$ cat src/rtl/rlf_pkg.sv
package rlf_pkg;
  typedef struct packed {
    logic sol;
    logic eol;
    logic sof;
    logic eof;
  } rlf_marks_t;
endpackage

$ cat src/rtl/rlf_sampler.sv
module rlf_sampler #(
  parameter int PIX_W   = 10,
  parameter bit ON_FALL = 1'b0
) (
  input  logic             clk,
  input  logic             lv_in,
  input  logic [PIX_W-1:0] d_in,
  output logic             s_lv,
  output logic [PIX_W-1:0] s_d
);
  generate
    if (ON_FALL) begin : g_fall
      logic             n_lv;
      logic [PIX_W-1:0] n_d;
      always_ff @(negedge clk) begin
        n_lv <= lv_in;
        n_d  <= d_in;
      end
      always_ff @(posedge clk) begin
        s_lv <= n_lv;
        s_d  <= n_d;
      end
    end else begin : g_rise
      always_ff @(posedge clk) begin
        s_lv <= lv_in;
        s_d  <= d_in;
      end
    end
  endgenerate
endmodule

$ cat src/rtl/rlf_line_tracker.sv
module rlf_line_tracker #(
  parameter int COL_W = 11,
  localparam int CNT_W = COL_W + 1
) (
  input  logic             clk,
  input  logic             rst,
  input  logic             s_lv,
  input  logic [COL_W-1:0] col_m1,
  output logic             line_rise,
  output logic             pix_go,
  output logic [CNT_W-1:0] pix_idx,
  output logic             len_err
);
  localparam logic [CNT_W-1:0] CNT_MAX = '1;

  logic             prev_lv;
  logic             armed;
  logic             in_line;
  logic [CNT_W-1:0] cnt;
  logic [CNT_W-1:0] want;

  assign want      = CNT_W'(col_m1) + CNT_W'(1);
  assign line_rise = s_lv && !prev_lv && armed;
  assign pix_go    = s_lv && (line_rise || in_line);
  assign pix_idx   = line_rise ? '0 : cnt;
  assign len_err   = !s_lv && in_line && (cnt != want);

  always_ff @(posedge clk) begin
    if (rst) begin
      prev_lv <= 1'b0;
      armed   <= 1'b0;
      in_line <= 1'b0;
      cnt     <= '0;
    end else begin
      prev_lv <= s_lv;
      if (!s_lv) armed <= 1'b1;
      if (line_rise) begin
        in_line <= 1'b1;
        cnt     <= CNT_W'(1);
      end else begin
        if (!s_lv) in_line <= 1'b0;
        if (s_lv && in_line && cnt != CNT_MAX) cnt <= cnt + CNT_W'(1);
      end
    end
  end

  assert_rise_from_idle_R7: assert property (@(posedge clk) disable iff (rst)
    line_rise |-> !in_line);
  assert_wait_low_R1: assert property (@(posedge clk) disable iff (rst)
    !armed |-> !in_line);
  assert_rise_starts_count_R3: assert property (@(posedge clk) disable iff (rst)
    line_rise |=> (in_line && cnt == CNT_W'(1)));
endmodule

$ cat src/rtl/rlf_frame_tracker.sv
module rlf_frame_tracker #(
  parameter int ROW_W = 11
) (
  input  logic             clk,
  input  logic             rst,
  input  logic             line_rise,
  input  logic [ROW_W-1:0] row_m1,
  output logic [ROW_W-1:0] cur_row
);
  logic             started;
  logic [ROW_W-1:0] row_cnt;
  logic [ROW_W-1:0] nxt_row;

  assign nxt_row = (!started || row_cnt >= row_m1) ? '0 : row_cnt + ROW_W'(1);
  assign cur_row = line_rise ? nxt_row : row_cnt;

  always_ff @(posedge clk) begin
    if (rst) begin
      started <= 1'b0;
      row_cnt <= '0;
    end else if (line_rise) begin
      started <= 1'b1;
      row_cnt <= nxt_row;
    end
  end

  assert_first_line_row0_R4: assert property (@(posedge clk) disable iff (rst)
    (line_rise && !started) |=> (started && row_cnt == '0));
  assert_row_held_R4: assert property (@(posedge clk) disable iff (rst)
    !line_rise |=> $stable(row_cnt));
endmodule

$ cat src/rtl/raw_line_framer.sv
module raw_line_framer #(
  parameter int PIX_W          = 10,
  parameter int COL_W          = 11,
  parameter int ROW_W          = 11,
  parameter bit SAMPLE_ON_FALL = 1'b0
) (
  input  logic             clk,
  input  logic             rst,
  input  logic [ROW_W-1:0] row_size_m1,
  input  logic [COL_W-1:0] col_size_m1,
  input  logic             line_valid,
  input  logic [PIX_W-1:0] pix_in,
  output logic             o_valid,
  output logic [PIX_W-1:0] o_pix,
  output logic             o_sol,
  output logic             o_eol,
  output logic             o_sof,
  output logic             o_eof,
  output logic             o_len_err,
  output logic [1:0]       o_phase
);
  import rlf_pkg::*;
  localparam int CNT_W = COL_W + 1;

  logic             s_lv;
  logic [PIX_W-1:0] s_d;
  logic             line_rise;
  logic             pix_go;
  logic [CNT_W-1:0] pix_idx;
  logic             len_err;
  logic [ROW_W-1:0] cur_row;
  logic             take;
  logic             first_px;
  logic             last_px;
  rlf_marks_t       marks;

  rlf_sampler #(.PIX_W(PIX_W), .ON_FALL(SAMPLE_ON_FALL)) u_smp (
    .clk(clk), .lv_in(line_valid), .d_in(pix_in), .s_lv(s_lv), .s_d(s_d));

  rlf_line_tracker #(.COL_W(COL_W)) u_line (
    .clk(clk), .rst(rst), .s_lv(s_lv), .col_m1(col_size_m1),
    .line_rise(line_rise), .pix_go(pix_go), .pix_idx(pix_idx), .len_err(len_err));

  rlf_frame_tracker #(.ROW_W(ROW_W)) u_frame (
    .clk(clk), .rst(rst), .line_rise(line_rise), .row_m1(row_size_m1),
    .cur_row(cur_row));

  assign take      = pix_go && (pix_idx <= CNT_W'(col_size_m1));
  assign first_px  = take && (pix_idx == '0);
  assign last_px   = take && (pix_idx == CNT_W'(col_size_m1));
  assign marks.sol = first_px;
  assign marks.eol = last_px;
  assign marks.sof = first_px && (cur_row == '0);
  assign marks.eof = last_px && (cur_row == row_size_m1);

  always_ff @(posedge clk) begin
    if (rst) begin
      o_valid   <= 1'b0;
      o_pix     <= '0;
      o_sol     <= 1'b0;
      o_eol     <= 1'b0;
      o_sof     <= 1'b0;
      o_eof     <= 1'b0;
      o_len_err <= 1'b0;
      o_phase   <= 2'b00;
    end else begin
      o_valid   <= take;
      o_pix     <= take ? s_d : '0;
      o_sol     <= marks.sol;
      o_eol     <= marks.eol;
      o_sof     <= marks.sof;
      o_eof     <= marks.eof;
      o_len_err <= len_err;
      o_phase   <= take ? {cur_row[0], pix_idx[0]} : 2'b00;
    end
  end

  assert_err_single_R5: assert property (@(posedge clk) disable iff (rst)
    o_len_err |=> !o_len_err);
  assert_marks_need_valid_R3: assert property (@(posedge clk) disable iff (rst)
    (o_sol || o_eol || o_sof || o_eof) |-> o_valid);
  assert_sof_phase_R6: assert property (@(posedge clk) disable iff (rst)
    o_sof |-> (o_phase == 2'b00 && o_sol));
  assert_eof_is_eol_R4: assert property (@(posedge clk) disable iff (rst)
    o_eof |-> o_eol);
endmodule

$ cat config.mk
export PLATFORM = sky130hd
export DESIGN_NAME = raw_line_framer
export DESIGN_NICKNAME = d
export VERILOG_FILES = /design/src/rtl/rlf_pkg.sv /design/src/rtl/rlf_sampler.sv /design/src/rtl/rlf_line_tracker.sv /design/src/rtl/rlf_frame_tracker.sv /design/src/rtl/raw_line_framer.sv
export SDC_FILE = /design/constraint.sdc
export NUM_CORES = 1
export LEC_CHECK = 0
export BUFFER_PORTS_ARGS = -buffer_cell sky130_fd_sc_hd__buf_4
export CAP_MARGIN = 25
export CORE_MARGIN = 2
export CORE_UTILIZATION = 45
export CTS_CLUSTER_DIAMETER = 50
export DETAILED_ROUTE_END_ITERATION = 10
export PLACE_DENSITY = 0.66
export SYNTH_ARGS = -nofsm -noshare
export SYNTH_HDL_FRONTEND = slang
export SYNTH_SLANG_ARGS = --single-unit
export TNS_END_PERCENT = 50
$ cat constraint.sdc
create_clock -name clk -period 5.2 [get_ports clk]
set_input_delay 1.04 -clock clk [delete_from_list [all_inputs] [get_ports clk]]
set_output_delay 1.04 -clock clk [all_outputs]
set_load 0.02 [all_outputs]
Yosys cells after proc, flatten, opt, wreduce, memory -nomap -nowiden
Cells that the tools add are included.
- memory bits (read-only): 0
- word-level logic and storage cells: 57
- input port bits: 35
- register bits after elaboration: 56
- latch bits: 0
- memories: 0
- bits in writable memories: 0
- output and inout bits: 18
- div/mod/pow operators: 0
- bitwise logic cells: 1
- $lt $le $gt $ge: 2
- multiply operators: 0
- reductions and logical operators: 22
- add/subtract/negate cells: 3
- equality and inequality tests: 5
- shift operators: 0
- mux-type cells: 7
- operator list (cell ; count):
    11-bit 2-to-1 mux ; 2
    11-bit by 1-bit adder with 12-bit output (second input constant) ; 1
    12-bit by 1-bit adder with 12-bit output (second input constant) ; 1
    12-bit by 11-bit == test with 1-bit output ; 1
    12-bit by 11-bit less-or-equal comparator with 1-bit output ; 1
    1-bit logical AND ; 12
    12-bit logical NOT ; 1
    12-bit 2-to-1 mux ; 1
    12-bit inequality test ; 1
    12-bit inequality test (second input constant) ; 1
    11-bit by 1-bit adder with 11-bit output (second input constant) ; 1
    11-bit == test ; 1
    11-bit greater-or-equal comparator ; 1
    11-bit logical NOT ; 1
    1-bit 2-to-1 mux ; 4
    2-bit OR reduction ; 2
    1-bit logical NOT ; 3
    1-bit logical OR ; 2
    2-bit by 1-bit inequality test with 1-bit output (second input constant) ; 1
    2-bit nonzero test ; 1
    1-bit NOT ; 1

Logic depth before layout (Yosys ltp)
Gate-level depths: netlist (run 1).
- word-level depth: 8
- depth in mapped cells: 12
- mapped depth without buffers: 10

Hierarchy
A second synthesis (run 1) with hierarchy kept.
- cell total of the unflattened synthesis: 381
- area total of the unflattened synthesis: 3265.6 um^2
- by module, submodules not included (module ; area an instance (um^2) ; cells each ; seq. area each (um^2) ; times used):
    rlf_line_tracker ; 1218.7 ; 151 ; 300.3 ; 1
    raw_line_framer ; 987.2 ; 110 ; 360.3 ; 1
    rlf_frame_tracker ; 839.6 ; 109 ; 240.2 ; 1
    rlf_sampler ; 220.2 ; 11 ; 220.2 ; 1

Worst setup path before layout (run 1)
Ideal clock, no wire load.
- path kind: input port to flip-flop
- start: input port row_size_m1[5]
- end: register o_eof
- arrival: 3045 ps
- path slack: 2067 ps
- stages: 9
- data required time: 5112 ps
- buffers on the path: 0
- cells stage by stage: inv_1 > ha_1 > and4_4 > and2_4 > a221oi_4 > nor2_4 > or4_1 > a32o_1 > nor4_2
- longest elaborated chain between the ends: 6
- RTL lines (item ; line ; RTL):
    start, declared ; raw_line_framer.sv:9 ; input logic [ROW_W-1:0] row_size_m1,
    11-bit greater-or-equal comparator ; rlf_frame_tracker.sv:14 ; assign nxt_row = (!started || row_cnt >= row_m1) ? '0 : row_cnt + ROW_W'(1);
    1-bit logical OR ; rlf_frame_tracker.sv:14 ;
    11-bit 2-to-1 mux ; rlf_frame_tracker.sv:14 ;
    11-bit 2-to-1 mux ; rlf_frame_tracker.sv:15 ; assign cur_row = line_rise ? nxt_row : row_cnt;
    11-bit == test (*) ; raw_line_framer.sv:54 ; assign marks.eof = last_px && (cur_row == row_size_m1);
    1-bit logical AND (*) ; raw_line_framer.sv:54 ;
    end signal, assigned ; raw_line_framer.sv:72 ; o_eof <= marks.eof;
    end, declared ; raw_line_framer.sv:18 ; output logic o_eof,
Mark *: on every way between the ends. The rest lies on a longest branch, timed or not.
A chain may end at the register's enable or synchronous reset.

Final worst setup path (run 1)
- start: register u_smp.s_lv
- end: register o_sof
- longest elaborated chain between the ends: 7
- elaborated cells on any way between the ends: 12
- those cells by class: order compare (1); mux (2); reduce/logical (9)
- RTL lines (item ; line ; RTL):
    start, declared ; rlf_sampler.sv:8 ; output logic s_lv,
    start signal, assigned ; rlf_sampler.sv:25 ; s_lv <= lv_in;
    1-bit logical AND (2 in a row) ; rlf_line_tracker.sv:23 ; assign line_rise = s_lv && !prev_lv && armed;
    12-bit 2-to-1 mux or 1-bit logical OR (tied branches) ; rlf_line_tracker.sv:25, rlf_line_tracker.sv:24 ;
    12-bit by 11-bit less-or-equal comparator with 1-bit output or 1-bit logical AND (tied branches) ; raw_line_framer.sv:48, rlf_line_tracker.sv:24 ;
    1-bit logical AND ; raw_line_framer.sv:48 ; assign take = pix_go && (pix_idx <= CNT_W'(col_size_m1));
    1-bit logical AND ; raw_line_framer.sv:49 ; assign first_px = take && (pix_idx == '0);
    1-bit logical AND (*) ; raw_line_framer.sv:53 ; assign marks.sof = first_px && (cur_row == '0);
    end signal, assigned ; raw_line_framer.sv:71 ; o_sof <= marks.sof;
    end, declared ; raw_line_framer.sv:17 ; output logic o_sof,
Marked as above.

==> impl_metrics.ini, run 1 <==
[pwr]
p_leak_nw = 1.65
ir_worst_vdd_mv = 0.193
power.density_nw_per_um2 = 208

[sta]
worst_pin_slew_ps = 859
hold_viol = 0
worst_slew_margin_rel_pct = 42.6
fin_crit_ps = 3330
finalCritPeriodShare_pct = 64.1
skew_ps = 17.3
maxSlewViolCount = 0
setup-tns-final_ps = 0
setup-violations-final = 0
max_freq_ghz = 0.300
rsz0062_at_grt = false

[drt]
vias = 2824
drc = 0
avgViaCountPerCell = 5.33
ant_nets = 0
wl_mm = 7.33
drt_pass1_iterations = 4
wl_per_cell_um = 13.8
drtIter0Drc = 152

[setup_path]
worstSetupStartpoint = u_smp.s_lv$_DFF_P_
cp-end-kind = register
arrival_ps = 3570
cp_cell_sequence = nand3b_2 > and2_1 > ha_1 > a21o_1 > a221oi_1 > o211ai_1 > a21boi_1 > nor4bb_1
reg2reg_setup_slack_ps = 1870
endpoint = o_sof$_SDFF_PP0_
max_stage_delay_ps = 680
r2r-start = u_smp.s_lv$_DFF_P_
cp-start-kind = register
r2r_end = o_sof$_SDFF_PP0_
crit_slowest_cell = a21boi_1
r2r_cells = 8
crit_required_ps = 5440
critical_path_class = reg2reg
cp_max_fo = 25

[logic_synthesis]
synth_fp_nets = 446
avgSynthCellArea_sq_um = 8.56
yosysSeqAreaShare_pct = 33.9
synth_seq_cells = 56
synth_edf_count = 0
synthCells = 386
syn-cell-area_sq_um = 3300
synthFlopType = dfxtp_1
synth_cell_types = 58
yosysWarnings = 0
postSynth.asyncResetShare_pct = 0

[final_layout]
post-route-util_pct = 53.8
area_delta_synth_final_pct = 16.8
fill_cells = 694
diodes = 0
finalNetCount = 490
multiInputGateArea_sq_um = 2030
mostFrequentLayoutCell = dfxtp_1
final_cell_mix = 56 x dfxtp_1, 52 x buf_4, 37 x nor2_1
final_layout_size_suffix_gt1_share_pct = 16.5
ff_latch_area_sq_um = 1120
finalInstanceArea_sq_um = 3860

[cts]
cts_setup_buffers = 0
cts_buffer_depth = 2
htreeDepth = 2
insertion_delay_ps = 320
cts-resized-gates = 0
holdBufCountCts = 0
cts_sinks = 56
cts_made_buffers = 5
cts_tree = done
clockRootBuffer = clkbuf_8
clkTransAtPathRegs_ps = 120

[global_routing]
antenna_found_initial = 0
gr-total-overflow = 0
grt_usage_pct = 19.3
grt_pass1_vias = 2641
grt_pass1_wl_mm = 12.3
grt_max_degree = 26

[die]
io_pins = 53
die_h_um = 89.7
die-area_sq_um = 8040
start_util_pct = 46.1
die_w_um = 89.7
rows = 31
core_area_sq_um = 7180

[placed_design]
hpwl_mm = 5.61
place.gp.congestion = 0.855
place_area_sq_um = 3760
io_buffers = 52

[status]
status = completed

[job]
cap_violations = 0

[min_path]
hold_class = reg2reg
min_from = u_smp.s_d[4]$_DFF_P_
cell type report:
class / count / share of cell area [%]
clock buffers: 5 / 1.78
repair buffers: 52 / 10.1
well taps: 99 / 3.21
clock inverters: 3 / 0.875
flip-flops and latches: 56 / 29.0
multi-input cells: 291 / 52.6
inverters: 24 / 2.33
worst min-delay path by stage:
stage / to / slack [ps] / cells past startpoint
floorplan: o_pix[0]$_SDFF_PP0_ / 410 / 1
global placement: o_pix[1]$_SDFF_PP0_ / 410 / 1
detailed placement: o_pix[6]$_SDFF_PP0_ / 410 / 1
CTS: o_pix[6]$_SDFF_PP0_ / 440 / 1
global route: o_pix[7]$_SDFF_PP0_ / 460 / 1
finish: o_pix[4]$_SDFF_PP0_ / 430 / 1
worst max-delay path, delay by kind of cell, from the launching register on:
kind                       cells  cell delay, ps
DFF                            1             480
and+or+nand+nor                3            1150
adders and majority gates      1             290
AOI/OAI and AO/OA              4            1330
power by group:
group          internal, mW  leakage, nW  switching (mW)  total [mW]
clock                 0.102       0.0515           0.158       0.260
sequential            0.439        0.457         0.00558       0.445
combinational        0.0464         1.14          0.0517      0.0981
total                 0.587         1.65           0.215       0.802
sequential cells by signal, summed over array words and instances, names as in the netlist, 2 cells and up:
signal / cells
o_phase: 2
u_frame.row_cnt: 11
u_smp.s_d: 10
u_line.cnt: 12
o_pix: 10
cells in the mapped netlist (4+ instances only):
cell type | number | area [sq um]
dfxtp_1 | 56 | 1120
nor2_1 | 37 | 139
ha_1 | 25 | 313
xnor2_1 | 25 | 219
and2_1 | 24 | 150
inv_1 | 24 | 90.1
nand2_1 | 23 | 86.3
a21oi_1 | 16 | 80.1
o21ai_0 | 16 | 80.1
nand4_1 | 15 | 93.8
nor2b_1 | 12 | 75.1
clkbuf_1 | 11 | 41.3
xor2_1 | 11 | 96.3
nand3_1 | 9 | 45.0
nor4_1 | 9 | 56.3
nor3_1 | 8 | 40.0
mux2i_1 | 5 | 50.1
buf_2 | 4 | 20.0
nand2b_1 | 4 | 25.0
per-layer routing:
layer  track usage [%]  wire (um)  vias up
met1              27.3       3480     1302
li1                  -          -     1437
met3              3.93        411        8
met5                 0          0        -
met2              30.2       3340       77
met4              4.75         93        0
metrics by stage:
step | power (mW) | hold slack [ps] | worst slack, ps | cells
4_1_cts | 0.812 | 442 | 1810 | 530
2_1_floorplan | 0.509 | 406 | 2070 | 386
3_5_place_dp | 0.553 | 413 | 1780 | 522
3_3_place_gp | 0.551 | 407 | 1840 | 522
5_1_grt | 0.838 | 462 | 1400 | 530
6_report | 0.802 | 431 | 1870 | 530
logic make-up (layout without fill, tap and decap cells):
kind of cell	after synthesis	after routing	share of synthesized area, %
flip-flops	56	56	33.9
XOR/XNOR	37	37	10.2
adder cells (fa/ha/maj)	25	25	9.47
AO/OA/AOI/OAI	61	61	12.5
buffers and inverters	39	84	4.58
multiplexers	6	6	1.86
AND/OR/NAND/NOR	162	162	27.4
No activity file was read; power rests on OpenSTA's default activity.
==> run 2, diff against run 1 <==
==> constraint.sdc (replaced) <==
create_clock -name clk -period 3.1 [get_ports clk]
set_input_delay 0.62 -clock clk [delete_from_list [all_inputs] [get_ports clk]]
set_output_delay 0.62 -clock clk [all_outputs]
set_load 0.02 [all_outputs]
==> impl_metrics.ini, run 2 (synthesis results as in run 1) <==
[setup_path]
crit_path_frequent_cell = xnor2_1
max_stage_delay_ps = 460
crit_buf_inv = 0
cp_max_fo = 5
critical_path_class = reg2reg
crit_slowest_cell = or4_1
worstSetupStartpoint = u_frame.row_cnt[1]$_SDFF_PP0_
cp_cell_sequence = ha_1 > nand4b_2 > nor4_1 > xnor2_1 > xnor2_1 > or4_1 > a32o_1 > nor4_2
cp-start-kind = register
crit_required_ps = 3350
cp_top_family = simple AND/OR/NAND/NOR gates
cp-end-kind = register
r2r-start = u_frame.row_cnt[1]$_SDFF_PP0_
arrival_ps = 2950

[final_layout]
area_delta_synth_final_pct = 18.2
post-route-util_pct = 54.4
mostFrequentLayoutCell = buf_4
finalNetCount = 496
diodes = 0
final_layout_size_suffix_gt1_share_pct = 17.6
final_cell_mix = 58 x buf_4, 56 x dfxtp_1, 37 x nor2_1
largest_reg_flops = 12
reg_top3 = u_line.cnt x12, u_frame.row_cnt x11
regMostFlops = u_line.cnt

[die]
die_w_um = 89.7
io_pins = 53
core_area_sq_um = 7180
rows = 31
die_h_um = 89.7
start_util_pct = 46.1
die-area_sq_um = 8040

[sta]
setup-tns-final_ps = 0
worst_pin_slew_ps = 703
skew_ps = 8.01
fin_crit_ps = 2700
max_freq_ghz = 0.370
finalCritPeriodShare_pct = 87.1
setup-violations-final = 0
rsz0062_at_grt = false
hold_viol = 0
worst_slew_margin_rel_pct = 52.7
maxSlewViolCount = 0

[global_routing]
grt_max_degree = 21
grt_usage_pct = 20.1
gr-total-overflow = 0
grt_pass1_wl_mm = 12.6
grt_pass1_vias = 2712
antenna_found_initial = 0

[cts]
cts_setup_buffers = 0
htreeDepth = 2
cts_sinks = 56
cts_tree = done
cts_made_buffers = 5
cts-resized-gates = 0
cts_buffer_depth = 2
clkTransAtPathRegs_ps = 110
holdBufCountCts = 0
clockRootBuffer = clkbuf_8
insertion_delay_ps = 320

[pwr]
ir_worst_vdd_mv = 0.193
p_leak_nw = 1.68
power.density_nw_per_um2 = 347

[drt]
ant_nets = 0
vias = 2879
avgViaCountPerCell = 5.37
drtIter0Drc = 163
wl_mm = 7.62
drc = 0
wl_per_cell_um = 14.2
drt_pass1_iterations = 4

[status]
status = completed

[job]
cap_violations = 0

[placed_design]
io_buffers = 52
place.gp.congestion = 0.892
hpwl_mm = 5.95

[min_path]
hold_class = in2reg
min_from = pix_in[0]
==> run 2: stage by stage <==
step	area (sq um)	worst slack [ps]	hold WS, ps	power (mW)	instances
floorplan	3300	387	406	0.854	386
CTS	3910	408	387	1.37	536
global placement	3800	276	407	0.926	528
finish	3910	398	393	1.35	536
detailed placement	3800	240	412	0.931	528
global route	3910	171	374	1.41	536
==> run 2: worst paths after layout <==
check,endpoint,slack (ps),cells past startpoint
min reg2reg,o_pix[3]$_SDFF_PP0_,440,1
max,o_eof$_SDFF_PP0_,400,8
min,u_smp.s_d[0]$_DFF_P_,390,1
max reg2reg,o_eof$_SDFF_PP0_,400,8
==> run 2: layout make-up <==
cell class | count | area, sq um
fill | 678 | 3270
multi-input combinational | 291 | 2030
sequential | 56 | 1120
timing repair buffer | 58 | 435
tap | 99 | 124
inverter | 24 | 90.1
clock buffer | 5 | 68.8
clock inverter | 3 | 33.8
==> run 2: routing by layer <==
metal,global-route usage [%],routed length (um),share of wire [%],vias to the layer above
met2,31.4,3520,46,80
met4,6.92,144,1.9,0
met3,4.57,464,6.1,11
met5,0,0,0,-
li1,-,-,-,1458
met1,27.3,3490,46,1330
==> run 2: power breakdown <==
part	internal, mW	switching (mW)	total (mW)
combinational	0.0800	0.0885	0.168
clock	0.171	0.269	0.439
sequential	0.736	0.0102	0.746
total	0.987	0.367	1.35
==> run 3, diff against run 2 <==
--- a/config.mk
+++ b/config.mk
@@ -5,6 +5,7 @@
 export SDC_FILE = /design/constraint.sdc
 export NUM_CORES = 1
 export LEC_CHECK = 0
+export ABC_AREA = 1
 export BUFFER_PORTS_ARGS = -buffer_cell sky130_fd_sc_hd__buf_4
 export CAP_MARGIN = 25
 export CORE_MARGIN = 2
==> impl_metrics.ini, run 3 <==
[status]
status = completed

[cts]
holdBufCountCts = 0
clkTransAtPathRegs_ps = 110
cts_sinks = 56
cts-resized-gates = 0
cts_setup_buffers = 0
clockRootBuffer = clkbuf_8
cts_tree = done
htreeDepth = 2
cts_made_buffers = 5
insertion_delay_ps = 320
cts_buffer_depth = 2

[drt]
wl_mm = 7.42
vias = 3028
drc = 0
drtIter0Drc = 161
wl_per_cell_um = 11.8
avgViaCountPerCell = 4.81
ant_nets = 0
drt_pass1_iterations = 4

[placed_design]
place_area_sq_um = 3770
hpwl_mm = 5.97
io_buffers = 52
place.gp.congestion = 0.933

[logic_synthesis]
yosysSeqAreaShare_pct = 34.1
yosysTopAreaCell = dfxtp_1
yosysMostFrequentCell = nand2_1
synth_common_cells = 103 x nand2_1, 80 x inv_1, 68 x nor2_1, 56 x dfxtp_1
synth_cell_types = 31
yosysWarnings = 0
yosysTopAreaCellShare_pct = 34.1
synth_seq_cells = 56
syn-cell-area_sq_um = 3290
postSynth.asyncResetShare_pct = 0
synthFlopType = dfxtp_1
ys_top_cells_by_area = dfxtp_1 34%, nand2_1 12%, ha_1 9.5%
avgSynthCellArea_sq_um = 6.91
synth_fp_nets = 536
synthCells = 476
synth_edf_count = 0

[die]
start_util_pct = 45.8
die_h_um = 89.5
rows = 31
die_w_um = 89.5
io_pins = 53
die-area_sq_um = 8000
core_area_sq_um = 7180

[setup_path]
arrival_ps = 2730
worstSetupStartpoint = u_smp.s_lv$_DFF_P_
reg2reg_setup_slack_ps = 640
r2r-start = u_smp.s_lv$_DFF_P_
crit_required_ps = 3370
cp-start-kind = register
critical_path_class = reg2reg
cp-end-kind = register
r2r_end = o_phase[1]$_SDFF_PP0_
cp_max_fo = 25
r2r_cells = 15

[global_routing]
grt_pass1_vias = 2843
grt_pass1_wl_mm = 12.4
grt_usage_pct = 19.8
antenna_found_initial = 0
gr-total-overflow = 0
grt_max_degree = 26

[sta]
fin_crit_ps = 2460
skew_ps = 10.3
maxSlewViolCount = 0
hold_viol = 0
max_freq_ghz = 0.407
setup-violations-final = 0
worst_slew_margin_rel_pct = 65.6
setup-tns-final_ps = 0
worst_pin_slew_ps = 512
finalCritPeriodShare_pct = 79.3
rsz0062_at_grt = false

[final_layout]
finalInstanceArea_sq_um = 3870
diodes = 0
reg_top3 = u_line.cnt x12, u_frame.row_cnt x11
area_delta_synth_final_pct = 17.7
finalNetCount = 589
regMostFlops = u_line.cnt
mostFrequentLayoutCell = nand2_1
final_layout_size_suffix_gt1_share_pct = 15.1
largest_reg_flops = 12
final_cell_mix = 103 x nand2_1, 80 x inv_1, 68 x nor2_1

[min_path]
hold_path_end = u_smp.s_lv$_DFF_P_
hold_class = in2reg
whs_path_depth = 1
min_from = line_valid

[pwr]
p_leak_nw = 1.95
ir_worst_vdd_mv = 0.256
power.density_nw_per_um2 = 342

[job]
cap_violations = 0
[run 3: cells by family (layout without fill, tap and decap cells)]
kind of cell	Yosys count	count (layout)	share of synthesized area (%)
buf+inv	92	146	10.8
compound gates	42	42	7.39
simple gates	240	240	32.6
fa+ha+maj	25	25	9.52
flops	56	56	34.1
xor+xnor	21	21	5.60
[run 3: cell type report]
| type | count | area, sq um |
|---|---|---|
| Clock buffer | 5 | 68.8 |
| Multi-Input combinational cell | 328 | 1810 |
| Inverter | 85 | 322 |
| Clock inverter | 3 | 26.3 |
| Sequential cell | 56 | 1120 |
| Timing Repair Buffer | 53 | 398 |
| Fill cell | 708 | 3310 |
| Tap cell | 99 | 124 |
[run 3: worst max path at each step]
stage | endpoint | slack (ps) | cells after the start
after detailed placement | o_eof$_SDFF_PP0_ | 510 | 19
after CTS | o_phase[1]$_SDFF_PP0_ | 600 | 15
after global placement | o_sof$_SDFF_PP0_ | 530 | 14
final | o_phase[1]$_SDFF_PP0_ | 640 | 15
after global routing | o_phase[1]$_SDFF_PP0_ | 260 | 15
after floorplan | o_phase[0]$_SDFF_PP0_ | 780 | 16
[run 3: critical path, cell delays in order, from the launching register on]
cell and delay (ps):
dfxtp_1 420, nand2_2 120, nor2_8 330, nor2_1 80, ha_1 310, a21oi_1 150
o21ai_0 90, nor2_1 100, nor2_1 50, nor2_1 100, nand2_1 50, nand2_1 100
nand2_1 260, inv_1 140, nand2_1 50, inv_1 40
[run 3: power by group]
part	switching, mW	internal [mW]
sequential	0.00869	0.736
combinational	0.0916	0.0708
clock	0.251	0.165
total	0.352	0.971
[run 3: metrics by stage]
stage / instances / util, % / total power, mW / worst slack (ps) / hold WS, ps
detailed placement: 621 / 52.6 / 0.924 / 506 / 398
global placement: 621 / 52.6 / 0.920 / 535 / 394
finish: 629 / 53.9 / 1.32 / 641 / 397
floorplan: 476 / - / 0.856 / 785 / 394
CTS: 629 / 53.9 / 1.34 / 596 / 386
global route: 629 / 53.9 / 1.40 / 259 / 374
[run 3: layer usage]
| layer | global-route usage (%) | wire [um] | vias up |
|---|---|---|---|
| met2 | 32.0 | 3200 | 83 |
| met3 | 6.09 | 585 | 6 |
| met4 | 3.66 | 68 | 0 |
| met1 | 26.4 | 3560 | 1322 |
| met5 | 0 | 0 | - |
| li1 | - | - | 1617 |
